==> src/rtl/rrs_pkg.sv <==
package rrs_pkg;

   localparam int unsigned PAGE_BYTES = 4096;
   localparam int unsigned REQ_LEN_W  = 13;

   typedef enum logic {
      ST_IDLE,
      ST_ISSUE
   } rrs_state_e;

   // Size code to byte cap; the two reserved codes saturate at one page.
   function automatic logic [REQ_LEN_W-1:0] rrs_size_bytes(input logic [2:0] code);
      logic [REQ_LEN_W-1:0] bytes;
      case (code)
         3'b110, 3'b111: bytes = REQ_LEN_W'(PAGE_BYTES);
         default:        bytes = REQ_LEN_W'(128) << code;
      endcase
      return bytes;
   endfunction

endpackage

==> src/rtl/rrs_tag_pool.sv <==
module rrs_tag_pool #(
   parameter int NTAGS = 32,
   parameter int TAG_W = 5
) (
   input  logic             clk,
   input  logic             rst_n,
   input  logic             alloc_i,
   input  logic             rel_valid_i,
   input  logic [TAG_W-1:0] rel_tag_i,
   output logic             avail_o,
   output logic [TAG_W-1:0] tag_o
);

   logic [NTAGS-1:0] free_q;

   // One flag per tag: a return sets it, an allocation clears it.
   for (genvar g = 0; g < NTAGS; g++) begin : g_flag
      always_ff @(posedge clk) begin
         if (!rst_n)
            free_q[g] <= 1'b1;
         else if (rel_valid_i && rel_tag_i == TAG_W'(g))
            free_q[g] <= 1'b1;
         else if (alloc_i && tag_o == TAG_W'(g))
            free_q[g] <= 1'b0;
      end
   end

   // Lowest free index wins.
   always_comb begin
      tag_o = '0;
      for (int i = NTAGS - 1; i >= 0; i--) begin
         if (free_q[i]) tag_o = TAG_W'(i);
      end
   end

   assign avail_o = |free_q;

endmodule

==> src/rtl/rrs_chunk_calc.sv <==
module rrs_chunk_calc
   import rrs_pkg::*;
#(
   parameter int LEN_W = 24
) (
   input  logic [11:0]          page_off_i,
   input  logic [LEN_W-1:0]     rem_i,
   input  logic [2:0]           code_i,
   output logic [REQ_LEN_W-1:0] chunk_o
);

   logic [REQ_LEN_W-1:0] room;
   logic [REQ_LEN_W-1:0] cap;
   logic [REQ_LEN_W-1:0] lim;

   always_comb begin
      room = REQ_LEN_W'(PAGE_BYTES) - {1'b0, page_off_i};
      cap  = rrs_size_bytes(code_i);
      lim  = (room < cap) ? room : cap;
      if (rem_i < LEN_W'(lim))
         chunk_o = rem_i[REQ_LEN_W-1:0];
      else
         chunk_o = lim;
   end

endmodule

==> src/rtl/rd_req_splitter.sv <==
module rd_req_splitter
   import rrs_pkg::*;
#(
   parameter int ADDR_W = 32,
   parameter int LEN_W  = 24,
   parameter int NTAGS  = 32,
   localparam int TAG_W = (NTAGS > 1) ? $clog2(NTAGS) : 1
) (
   input  logic                 clk,
   input  logic                 rst_n,
   input  logic                 cmd_valid,
   output logic                 cmd_ready,
   input  logic [ADDR_W-1:0]    cmd_addr,
   input  logic [LEN_W-1:0]     cmd_len,
   input  logic [2:0]           mrrs_code,
   input  logic                 tag_ret_valid,
   input  logic [TAG_W-1:0]     tag_ret_id,
   output logic                 req_valid,
   input  logic                 req_ready,
   output logic [ADDR_W-1:0]    req_addr,
   output logic [REQ_LEN_W-1:0] req_len,
   output logic [TAG_W-1:0]     req_tag
);

   initial begin
      assert (NTAGS >= 2) else $error("NTAGS must be at least 2");
      assert (LEN_W >= REQ_LEN_W) else $error("LEN_W must hold one page");
      assert (ADDR_W >= 12) else $error("ADDR_W must cover a page offset");
   end

   rrs_state_e           state_q;
   logic [ADDR_W-1:0]    addr_q;
   logic [LEN_W-1:0]     rem_q;
   logic [REQ_LEN_W-1:0] chunk;
   logic                 tag_avail;
   logic                 fire;
   logic                 cmd_take;

   rrs_chunk_calc #(.LEN_W(LEN_W)) i_chunk (
      .page_off_i (addr_q[11:0]),
      .rem_i      (rem_q),
      .code_i     (mrrs_code),
      .chunk_o    (chunk)
   );

   rrs_tag_pool #(.NTAGS(NTAGS), .TAG_W(TAG_W)) i_pool (
      .clk         (clk),
      .rst_n       (rst_n),
      .alloc_i     (fire),
      .rel_valid_i (tag_ret_valid),
      .rel_tag_i   (tag_ret_id),
      .avail_o     (tag_avail),
      .tag_o       (req_tag)
   );

   assign cmd_ready = (state_q == ST_IDLE);
   assign cmd_take  = cmd_valid && cmd_ready && (cmd_len != '0);
   assign req_valid = (state_q == ST_ISSUE) && tag_avail;
   assign fire      = req_valid && req_ready;
   assign req_addr  = addr_q;
   assign req_len   = chunk;

   always_ff @(posedge clk) begin
      if (!rst_n) begin
         state_q <= ST_IDLE;
         addr_q  <= '0;
         rem_q   <= '0;
      end else if (cmd_take) begin
         state_q <= ST_ISSUE;
         addr_q  <= cmd_addr;
         rem_q   <= cmd_len;
      end else if (fire) begin
         addr_q <= addr_q + ADDR_W'(chunk);
         rem_q  <= rem_q - LEN_W'(chunk);
         if (rem_q == LEN_W'(chunk)) state_q <= ST_IDLE;
      end
   end

endmodule

==> config.mk <==
export PLATFORM = sky130hd
export DESIGN_NAME = rd_req_splitter
export DESIGN_NICKNAME = d
export VERILOG_FILES = /design/src/rtl/rrs_pkg.sv /design/src/rtl/rrs_tag_pool.sv /design/src/rtl/rrs_chunk_calc.sv /design/src/rtl/rd_req_splitter.sv
export SDC_FILE = /design/constraint.sdc
export NUM_CORES = 1
export LEC_CHECK = 0
export BUFFER_PORTS_ARGS = -buffer_cell sky130_fd_sc_hd__buf_2
export CAP_MARGIN = 20
export CORE_AREA = 2 2 119 121
export DETAILED_ROUTE_END_ITERATION = 12
export DIE_AREA = 0 0 121 123
export MAX_ROUTING_LAYER = met4
export PLACE_DENSITY = 0.77
export SYNTH_ARGS = -nofsm -noshare
export SYNTH_HDL_FRONTEND = slang
export SYNTH_SLANG_ARGS = --single-unit
export TNS_END_PERCENT = 100
==> constraint.sdc <==
create_clock -name clk -period 22.5 [get_ports clk]
set_clock_uncertainty 0.2 [all_clocks]
set_input_delay 3.375 -clock clk [delete_from_list [all_inputs] [get_ports clk]]
set_output_delay 3.375 -clock clk [all_outputs]
set_load 0.01 [all_outputs]
# ---- Word level (Yosys, flattened, before mapping)
# Index checks and enable logic that the tools add are counted.
dict set report op_classes {
  order_cmp 2
  mux 42
  n_bitwise 2
  n_addsub 3
  eq_ne 65
  reduce_logical 108
  shift 1
}
# op n
set op_table {}
lappend op_table {{== test 5 bit, second input constant} 32}
lappend op_table {{two-way mux 5 bit} 32}
lappend op_table {{== test 5 x 4 -> 1 bit, second input constant} 16}
lappend op_table {{logical AND 1 bit} 68}
lappend op_table {{OR reduction 2 bit} 33}
lappend op_table {{two-way mux 32 bit} 2}
lappend op_table {{two-way mux 24 bit} 2}
lappend op_table {{== test 5 x 3 -> 1 bit, second input constant} 8}
lappend op_table {{two-way mux 13 bit} 3}
lappend op_table {{adder 32 x 13 -> 32 bit} 1}
lappend op_table {{OR reduction 32 bit} 1}
lappend op_table {{== test 24 x 13 -> 1 bit} 1}
lappend op_table {{< comparator 24 x 13 -> 1 bit} 1}
lappend op_table {{nonzero test 24 bit} 1}
lappend op_table {{subtractor 24 x 13 -> 24 bit} 1}
lappend op_table {{== test 5 x 2 -> 1 bit, second input constant} 4}
lappend op_table {{< comparator 13 bit} 1}
lappend op_table {{<< shifter 8 x 3 -> 13 bit, first input constant} 1}
lappend op_table {{subtractor 13 x 12 -> 13 bit, first input constant} 1}
lappend op_table {{== test 5 x 1 -> 1 bit, second input constant} 2}
lappend op_table {{logical NOT 5 bit} 2}
lappend op_table {{== test 3 bit, second input constant} 2}
lappend op_table {{nonzero test 2 bit} 2}
lappend op_table {{two-way mux 1 bit} 3}
lappend op_table {{2 further kinds} 3}
dict set report totals {
  inputBits 69
  word_cells 258
  reg_bits 89
  output_inout_bits 52
}

# ---- Longest topological paths before layout
# Gate-level depths: netlist of the first run.
dict set report depth {
  depth_word 34
  depth_mapped 43
  depth_no_buf 37
}

# ---- By module
# Synthesis of the first run repeated with hierarchy kept, for this count alone.
dict set report hier_totals {
  hier_cells 922
  area_unflattened_um2 7199.4
}
# mod area_per_inst_um2 seq_area_each_um2 n_inst cells_per_inst
set modules_own_cells {}
lappend modules_own_cells {rd_req_splitter 4214.0 1141.1 1 534}
lappend modules_own_cells {rrs_tag_pool 1933.1 640.6 1 246}
lappend modules_own_cells {rrs_chunk_calc 1052.3 0.0 1 142}

# ---- Least setup slack after synthesis of the first run
# Ideal clock, no wire load.
dict set report synth_path {
  path_type {input to output}
  start {input port mrrs_code[1]}
  end {output port req_len[9]}
  arrival_time_ns 8.804
  required_time_ns 18.925
  stages 24
  slack_ns 10.121
  cell_sequence {or3b_2 ha_1 or4_1 a221o_1 o211a_1 o21ai_1 buf_4 and2_1 clkbuf_1 buf_2 nand2_1 ha_1 a211o_1 o211ai_1 a21oi_1 nor3_1 a21oi_1 maj3_1 a21oi_1 buf_2 buf_1 clkbuf_1 nor2_1 a21oi_1}
}
dict set report synth_via {
  elab_chain_cells 7
  elab_cells_between_ends 9
  classes_between {order compare (2); eq/ne (2); shift (1); mux (3); reduce/logical (1)}
}
# element line
set synth_rtl {}
lappend synth_rtl {{from (decl)} rd_req_splitter.sv:15} ;# input logic [2:0] mrrs_code,
lappend synth_rtl {{== test 3 bit} rrs_pkg.sv:14} ;# case (code)
lappend synth_rtl {{OR reduction 2 bit} rrs_pkg.sv:14}
lappend synth_rtl {{two-way mux 13 bit *} rrs_pkg.sv:14}
lappend synth_rtl {{< comparator 13 bit} rrs_chunk_calc.sv:19} ;# lim = (room < cap) ? room : cap;
lappend synth_rtl {{two-way mux 13 bit *} rrs_chunk_calc.sv:19}
lappend synth_rtl {{< comparator 24 x 13 -> 1 bit} rrs_chunk_calc.sv:20} ;# if (rem_i < LEN_W'(lim))
lappend synth_rtl {{two-way mux 13 bit *} rrs_chunk_calc.sv:20}
lappend synth_rtl {{to (decl)} rd_req_splitter.sv:21} ;# output logic [REQ_LEN_W-1:0] req_len,
# Mark *: on every way between the ends. The rest lies on a longest branch, timed or not.

# ---- Worst setup path after layout of the first run
dict set report layout_path {
  start {input port mrrs_code[1]}
  end {output port req_len[12]}
}
# Same word-level chain as after synthesis.

==> impl_results.md, run 1 <==
* Root Buffer: clkbuf_16
* Total power at approximately 0.8 mW
* Gate power share at a little under three fifths
* Slowest cell delay on critical path at approximately 0.63 ns
* Clock latency on the worst-skew pair at roughly 0.35 ns
* DRC violation count after routing at 0
* Post-CTS Setup Repair Bufs at 0
* Syn Inst Count at around 1000
* CTS buffer count at 9
* Detail-routed via count per cell at 6.53
* Net switching power at about 0.37 mW
* CTS max path bufs at 2
* Final ANT Viol Nets at 0
* Least-Margin Pin Slew at between 0.9 and 1 ns
* Pint at approximately 0.45 mW
* Post-CTS sizing at 0
* Sw frac at about 45%
* Commonest non-fill, non-tap cell in the layout: buf_2
* RSZ-0062 raised after global routing: false
* Port Buf Inserts at 120
* Most frequent cells in the layout: buf_2 (120), a21oi_1 (103), nand2_1 (99), dfxtp_1 (89), nor2_1 (82)
* Num rows at 43
* Multi-input logic area at 5210 um2
* Via count of the first global-routing pass at ~7500
* Asr flop ratio synth at 0%
* Num ports at roughly 120
* Sink Count at 89
* Starting density of the core at a little over half
* Die Span X at about 120 um
* Initial antenna violation count at 0
* Setup slack after layout at around 9.2 ns
* Post-route clock period utilization at between 50 and 60%
* Mapped Area at roughly 7400 um2
* WL per Instance at around 19 um
* Area growth syn-to-layout at 13.3%
* Unique masters post-synth at 95
* GR Overflow Total at 0
* Synth Net Count at ~1100
* # diodes at 0
* Ys flop type: dfxtp_1
* Crit-path cells: buf_2 > or3b_2 > ha_1 > or4_1 > a221o_1 > o211a_1 > o21ai_1 > and2_1 > nand2_1 > ha_1 > and4_1 > o2111ai_1 > a31oi_1 > nor2_1 > a21o_1 > maj3_1 > o21ai_1 > buf_4 > nor2_1 > a21oi_1 > buf_2
* Drt initial violations at around 920
* Pre-CTS setup slack at 9.40 ns
* Htree depth at 3
* Critical Path AT at 9.74 ns
* Yosys warning total at 0
* Final Max Slew Viols at 0
* Power per standard cell area at ~97 nW/um2
* CTS tree: yes
* Worst-path clk slew at around 0.07 ns
* Max-Cap Viols at 0
* Status: complete, no violations
* Drt total wl at around 24000 um
* Final setup fails at 0
* Gp weighted congestion at 1.02
* F_max at about 75 MHz
* Clock power share at a little over a fifth
* Post-layout net count at around 1200
* Mapped Avg Cell Area at between 7 and 8 um2
* Core ar. at 13600 um2
* DP HPWL at 18000 um
* GR Util All Layers at 33.9%
* Hold-fix buffers at CTS at 0
* LEAKAGE at 3.31 nW
* Pre-Repair DR Iteration Count at 6
* Via count at about 8300
* Critical-path top delay cell: o21ai_1
* Setup CP Type: input pin to primary output
* Max_slew headroom at 37.8%
* Tmin final at around 13 ns
* Full die area at 14900 um2
* Setup TNS at 0 ns
* Crit end category: primary output
* EDFF count, synth at 0
* Sequential power share at about a quarter
* Critical path launch point type: input pin
* Worst IR Drop VDD at 0.0492 mV
* Seq/Total Area, Yosys at 24.1%
* Die height at 123 um
* Required time of the critical path at between 15 and 20 ns
* Filler cell count in the final layout at approximately 1300
* Largest net degree at the start of global routing at 54
* CP Max Fanout at 18
* Endpoints failing hold at 0
* Tightest Hold Check Type: flip-flop to flip-flop
* First-pass GRT wire length at 38800 um
* FF+latch area at between 1500 and 2000 um2
* Fraction of layout cells with a size suffix above 1 at 16.4%
* FF+latch count, synth at between 80 and 90
[registers in the layout, summed over array words and instances (netlist names)]
signal,flops
req_addr,32
rem_q,24
i_pool.free_q,32
state_q,1
[path summary, 6_finish.rpt]
check / start / cells past startpoint / endpoint / slack [ns]
setup / recovery: mrrs_code[1] / 21 / req_len[12] / 9.19
hold / removal: req_addr[24]$_SDFFE_PN0P_ / 1 / req_addr[24]$_SDFFE_PN0P_ / 0.29
setup reg to reg: req_addr[1]$_SDFFE_PN0P_ / 35 / rem_q[22]$_SDFFE_PN0P_ / 12.14
hold reg to reg: req_addr[24]$_SDFFE_PN0P_ / 1 / req_addr[24]$_SDFFE_PN0P_ / 0.29
[power groups by stage]
| stage | Sequential, mW | Clock, mW | Combinational (mW) |
|---|---|---|---|
| floorplan | 0.185 | 0 | 0.336 |
| global placement | 0.193 | 0 | 0.435 |
| global route | 0.193 | 0.180 | 0.493 |
| finish | 0.190 | 0.173 | 0.451 |
| CTS | 0.190 | 0.175 | 0.442 |
| detailed placement | 0.193 | 0 | 0.438 |
[synth_stat cells (6+ instances only)]
library cell,instances,area share (%)
o21ai_1,10,0.68
xor2_1,16,1.9
o31ai_1,12,1.2
and3_1,7,0.59
maj3_1,7,0.95
o211ai_1,41,4.2
nand3_1,36,2.4
o21a_1,10,1.0
nand2b_1,7,0.59
or2_2,6,0.51
nand2_1,99,5.0
ha_1,31,5.2
nor3_1,24,1.6
buf_1,7,0.36
inv_1,37,1.9
nor2b_1,7,0.59
dfxtp_1,89,24
xnor2_1,19,2.3
clkbuf_1,43,2.2
a31oi_1,16,1.4
a21oi_1,104,7.0
nand4_1,8,0.68
a21o_1,14,1.4
nor4_1,18,1.5
a22oi_1,29,2.9
nor2_1,83,4.2
and2_1,15,1.3
or3_1,14,1.2
o21bai_1,8,0.81
o21ai_0,69,4.7
[logic make-up after synthesis]
kind of cell             Yosys count  share of synthesized area (%)
AND/OR/NAND/NOR                  354                           23.9
adder cells (fa/ha/maj)           39                           6.35
flip-flops                        89                           24.1
AO/OA/AOI/OAI                    390                           35.1
XOR/XNOR                          35                           4.15
buffers and inverters             99                           5.57
multiplexers                       5                          0.846
[area by class of cell]
| class | count | area share, % |
|---|---|---|
| Tap cell | 180 | 2.69 |
| Clock buffer | 11 | 3.02 |
| Sequential cell | 89 | 21.3 |
| Multi-Input combinational cell | 823 | 62.2 |
| Timing Repair Buffer | 129 | 8.07 |
| Clock inverter | 5 | 1.02 |
| Inverter | 39 | 1.75 |
[per-layer routing]
| metal | track usage (%) | vias to the layer above | wire length [um] |
|---|---|---|---|
| met5 | - | - | 0 |
| met4 | 12.4 | 0 | 725 |
| met3 | 5.35 | 64 | 2170 |
| met2 | 52.2 | 432 | 10900 |
| met1 | 45.1 | 3862 | 10600 |
| li1 | - | 3970 | - |
[worst max-delay path: cells and delay by family]
kind | cells | cell delay (ns)
simple gates | 7 | 2.26
buf+inv | 3 | 0.65
fa+ha+maj | 3 | 0.96
compound gates | 8 | 2.50
[metrics by stage]
stage          instances  hold slack, ns  cell area [um2]  utilization (%)
2_1_floorplan       1011           0.274             7390                -
3_3_place_gp        1259           0.266             8020             58.9
3_5_place_dp        1259           0.270             8020             58.9
4_1_cts             1275           0.286             8360             61.4
5_1_grt             1276           0.315             8380             61.5
6_report            1276           0.292             8380             61.5
No activity file was read; power rests on OpenSTA's default activity.
==> inputs of run 2 (changes only) <==
--- a/config.mk
+++ b/config.mk
@@ -5,11 +5,12 @@
 export SDC_FILE = /design/constraint.sdc
 export NUM_CORES = 1
 export LEC_CHECK = 0
+export ABC_AREA = 1
 export BUFFER_PORTS_ARGS = -buffer_cell sky130_fd_sc_hd__buf_2
 export CAP_MARGIN = 20
-export CORE_AREA = 2 2 119 121
+export CORE_AREA = 2 2 124 126
 export DETAILED_ROUTE_END_ITERATION = 12
-export DIE_AREA = 0 0 121 123
+export DIE_AREA = 0 0 126 128
 export MAX_ROUTING_LAYER = met4
 export PLACE_DENSITY = 0.77
 export SYNTH_ARGS = -nofsm -noshare
==> constraint.sdc (replaced) <==
create_clock -name clk -period 13.16 [get_ports clk]
set_clock_uncertainty 0.2 [all_clocks]
set_input_delay 1.974 -clock clk [delete_from_list [all_inputs] [get_ports clk]]
set_output_delay 1.974 -clock clk [all_outputs]
set_load 0.01 [all_outputs]
==> run 2 against run 1 <==
  * Clock power rose by 75%
  * Die area rose by 8.4%
  * Synthesized cell count rose by 39%
  * Cell count rose by 33%
  * Routed wire length rose by 12%
  * Critical path depth did not move
  * Core utilization fell by 0.45 points
  * Largest power group unchanged
  * Sequential power rose by 66%
  * Highest routed layer unchanged
  * Cell area rose by 8.4%
  * Non-clock buffer count fell by 6
  * Register-to-register slack got worse by 5.9 ns
==> impl_results.md, run 2 <==
* Fraction of layout cells with a size suffix above 1 at 13.3% (was 16.4%)
* Via count of the first global-routing pass at 8638 (was 7475)
* GR Util All Layers at 35.0% (was 33.9%)
* Full die area at 16100 um2 (was 14900 um2)
* Final Max Slew Viols at 0 (unchanged)
* Setup TNS at 0 ns (unchanged)
* Detail-routed via count per cell at 5.56 (was 6.53)
* Reg2reg end: req_addr[31]$_SDFFE_PN0P_ (was rem_q[22]$_SDFFE_PN0P_)
* Post-CTS Setup Repair Bufs at 0 (unchanged)
* Final ANT Viol Nets at 0 (unchanged)
* CTS tree: yes (unchanged)
* WL per Instance at 16.2 um (was 19.2 um)
* R2R depth at 35 (unchanged)
* Die Span X at 126 um (was 121 um)
* R2r setup slk at 6.28 ns (was 12.14 ns)
* EDFF count, synth at 0 (unchanged)
* Required time of the critical path at 10.99 ns (was 18.93 ns)
* FF+latch area at 1780 um2 (unchanged)
* CP top delay family: compound AO/OA/AOI/OAI gates (unchanged)
* Seq/Total Area, Yosys at 22.2% (was 24.1%)
* Drt initial violations at 1022 (was 922)
* Critical-path top delay cell: o21ai_0 (was o21ai_1)
* Core ar. at 14900 um2 (was 13600 um2)
* RSZ-0062 raised after global routing: false (unchanged)
* Yosys top cell area share at 22.2% (was 24.1%)
* Worst IR Drop VDD at 0.0869 mV (was 0.0492 mV)
* Hold-fix buffers at CTS at 0 (unchanged)
* CTS max path bufs at 2 (unchanged)
* Yosys warning total at 0 (unchanged)
* Most frequent cells in the layout: nand2_1 (378), inv_1 (239), nor2_1 (124), buf_2 (120), nand3_1 (116) (was buf_2 (120), a21oi_1 (103), nand2_1 (99), dfxtp_1 (89), nor2_1 (82))
* Hold EP: i_pool.free_q[30]$_SDFFE_PP1P_ (was req_addr[24]$_SDFFE_PN0P_)
* Setup CP Type: input pin to primary output (unchanged)
* Ys flop type: dfxtp_1 (unchanged)
* Area growth syn-to-layout at 13.1% (was 13.3%)
* Die height at 128 um (was 123 um)
* Endpoints failing hold at 0 (unchanged)
* DRC violation count after routing at 0 (unchanged)
* Max_slew headroom at 38.1% (was 37.8%)
* Via count at 9431 (was 8328)
* Crit-path cells: buf_2 > nor3_1 > inv_1 > ha_1 > a21oi_1 > nand2_1 > inv_1 > nand2_2 > nand2_4 > nand2_4 > o21ai_0 > inv_1 > ha_1 > inv_1 > o21bai_1 > inv_1 > nand2_1 > nand2_2 > nand3_4 > o21ai_0 > buf_2 (was buf_2 > or3b_2 > ha_1 > or4_1 > a221o_1 > o211a_1 > o21ai_1 > and2_1 > nand2_1 > ha_1 > and4_1 > o2111ai_1 > a31oi_1 > nor2_1 > a21o_1 > maj3_1 > o21ai_1 > buf_4 > nor2_1 > a21oi_1 > buf_2)
* Tmin final at around 8 ns
* Count leader, synth: nand2_1 (was a21oi_1)
* Slowest cell delay on critical path at 0.56 ns (was 0.63 ns)
* Hold path depth at 2 (was 1)
* Final setup fails at 0 (unchanged)
* Synth Net Count at 1501 (was 1111)
* Sink Count at 89 (unchanged)
* Filler cell count in the final layout at 1521 (was 1317)
* Multi-input logic area at 5150 um2 (was 5210 um2)
* Setup slack after layout at 5.05 ns (was 9.19 ns)
* CTS buffer count at 9 (unchanged)
* Post-CTS sizing at 0 (unchanged)
* F_max at 123 MHz
* FF+latch count, synth at 89 (unchanged)
* Root Buffer: clkbuf_16 (unchanged)
* Syn Inst Count at 1401 (was 1011)
* First-pass GRT wire length at 43900 um (was 38800 um)
* GR Overflow Total at 0 (unchanged)
* LEAKAGE at 4.59 nW (was 3.31 nW)
* Worst r2r src: req_addr[0]$_SDFFE_PN0P_ (was req_addr[1]$_SDFFE_PN0P_)
* Htree depth at 3 (unchanged)
* Post-layout net count at 1602 (was 1191)
* Num rows at 45 (was 43)
* Leading area contributor after synthesis: dfxtp_1 (unchanged)
* Critical path launch point type: input pin (unchanged)
* Drt total wl at 27400 um (was 24500 um)
* Clock latency on the worst-skew pair at 0.36 ns (was 0.35 ns)
* DP HPWL at 21200 um (was 18000 um)
* Post-route clock period utilization at around 62%
* Pre-CTS setup slack at 5.18 ns (was 9.40 ns)
* Crit end category: primary output (unchanged)
* Pre-Repair DR Iteration Count at 5 (was 6)
* Tightest Hold Check Type: flip-flop to flip-flop (unchanged)
* Unique masters post-synth at 46 (was 95)
* Mapped Avg Cell Area at 5.73 um2 (was 7.31 um2)
* Critical Path AT at 5.94 ns (was 9.74 ns)
* Hold path start: i_pool.free_q[30]$_SDFFE_PP1P_ (was req_addr[24]$_SDFFE_PN0P_)
* Commonest non-fill, non-tap cell in the layout: nand2_1 (was buf_2)
* Initial antenna violation count at 1 (was 0)
* Least-Margin Pin Slew at 0.927 ns (was 0.925 ns)
* CP Buf/Inv Count at 7 (was 3)
* Gp weighted congestion at 1.02 (about the same)
* WHS at 0.276 ns (was 0.292 ns)
* Most common cell on crit path: inv_1
* Largest net degree at the start of global routing at 59 (was 54)
* Worst-path clk slew at 0.07 ns (about the same)
* CP Max Fanout at 58 (was 18)
* CP startpoint: mrrs_code[2] (was mrrs_code[1])
* Asr flop ratio synth at 0% (unchanged)
* Port Buf Inserts at 120 (unchanged)
* Power per standard cell area at 153 nW/um2 (was 97.3 nW/um2)
* Starting density of the core at 54.0% (was 54.3%)
* Max-Cap Viols at 0 (unchanged)
* Num ports at 121 (unchanged)
* Mapped Area at 8030 um2 (was 7390 um2)
* Top cells by area in the synthesized netlist: dfxtp_1 (22%), nand2_1 (18%), inv_1 (11%) (was dfxtp_1 (24%), a21oi_1 (7.0%), ha_1 (5.2%))
* Synth top cells by count: nand2_1 (378), inv_1 (239), nor2_1 (124) (was a21oi_1 (104), nand2_1 (99), dfxtp_1 (89))
* Status: complete, no violations (unchanged)
[run 2: cell types whose count changed after synthesis, sizes merged, moves of 16 or more]
| cell | previous run | this run |
|---|---|---|
| o21ai | 79 | 116 |
| nand3 | 37 | 127 |
| nand2 | 100 | 399 |
| o211ai | 41 | 6 |
| and2 | 16 | 0 |
| inv | 38 | 250 |
| a21oi | 106 | 77 |
| nor2 | 84 | 133 |
| clkbuf | 43 | 25 |
| a22oi | 29 | 3 |
| xnor2 | 19 | 2 |
[run 2: layout make-up]
cell class | count | area share [%]
repair buffers | 123 | 6.86
inverters | 253 | 10.5
flip-flops and latches | 89 | 19.6
multi-input cells | 1026 | 56.7
well taps | 188 | 2.59
clock inverters | 7 | 1.23
clock buffers | 9 | 2.48
diodes | 1 | 0.0276
[run 2: logic make-up (layout without fill, tap and decap cells)]
family | Yosys count | count (layout) | share of synthesized area [%]
simple gates | 717 | 717 | 39.0
buf+inv | 286 | 392 | 13.7
compound gates | 263 | 263 | 18.7
flops | 89 | 89 | 22.2
fa+ha+maj | 31 | 31 | 4.83
xor+xnor | 15 | 15 | 1.64
other cells | 0 | 1 | 0
[run 2: report_power, final]
group	internal, mW	total (mW)	switching, mW
Combinational	0.240	0.768	0.528
Sequential	0.288	0.316	0.0284
Clock	0.171	0.303	0.133
Total	0.699	1.39	0.689
[run 2: how the worst max path moves through the flow]
| stage | to | slack, ns | depth (start not counted) |
|---|---|---|---|
| after floorplan | req_len[0] | 6.03 | 25 |
| after global placement | req_len[12] | 5.35 | 22 |
| after detailed placement | req_len[0] | 5.18 | 21 |
| after CTS | req_len[0] | 5.15 | 21 |
| after global routing | req_len[0] | 4.67 | 22 |
| final | req_len[0] | 5.05 | 21 |
[run 2: stage by stage]
step | power, mW | utilization [%] | instances | area, um2
2_1_floorplan | 0.870 | - | 1401 | 8030
3_3_place_gp | 1.07 | 58.8 | 1679 | 8740
3_5_place_dp | 1.07 | 58.8 | 1679 | 8740
4_1_cts | 1.38 | 61.1 | 1695 | 9080
5_1_grt | 1.50 | 61.1 | 1696 | 9080
6_report | 1.39 | 61.1 | 1696 | 9080
[run 2: layer usage]
layer	track usage (%)	share of wire [%]
met1	46.2	45
met2	55.2	45
met3	5.05	6.8
met4	12.0	3.0
met5	-	0
[run 2: worst reg2reg max path: cells and delay by family, from the launching register on]
| family | cells | cell delay [ns] |
|---|---|---|
| AO/OA/AOI/OAI | 8 | 1.99 |
| XOR/XNOR | 1 | 0.31 |
| adder cells (fa/ha/maj) | 4 | 1.16 |
| buffers and inverters | 6 | 0.50 |
| flip-flops | 1 | 0.40 |
| AND/OR/NAND/NOR | 16 | 2.26 |
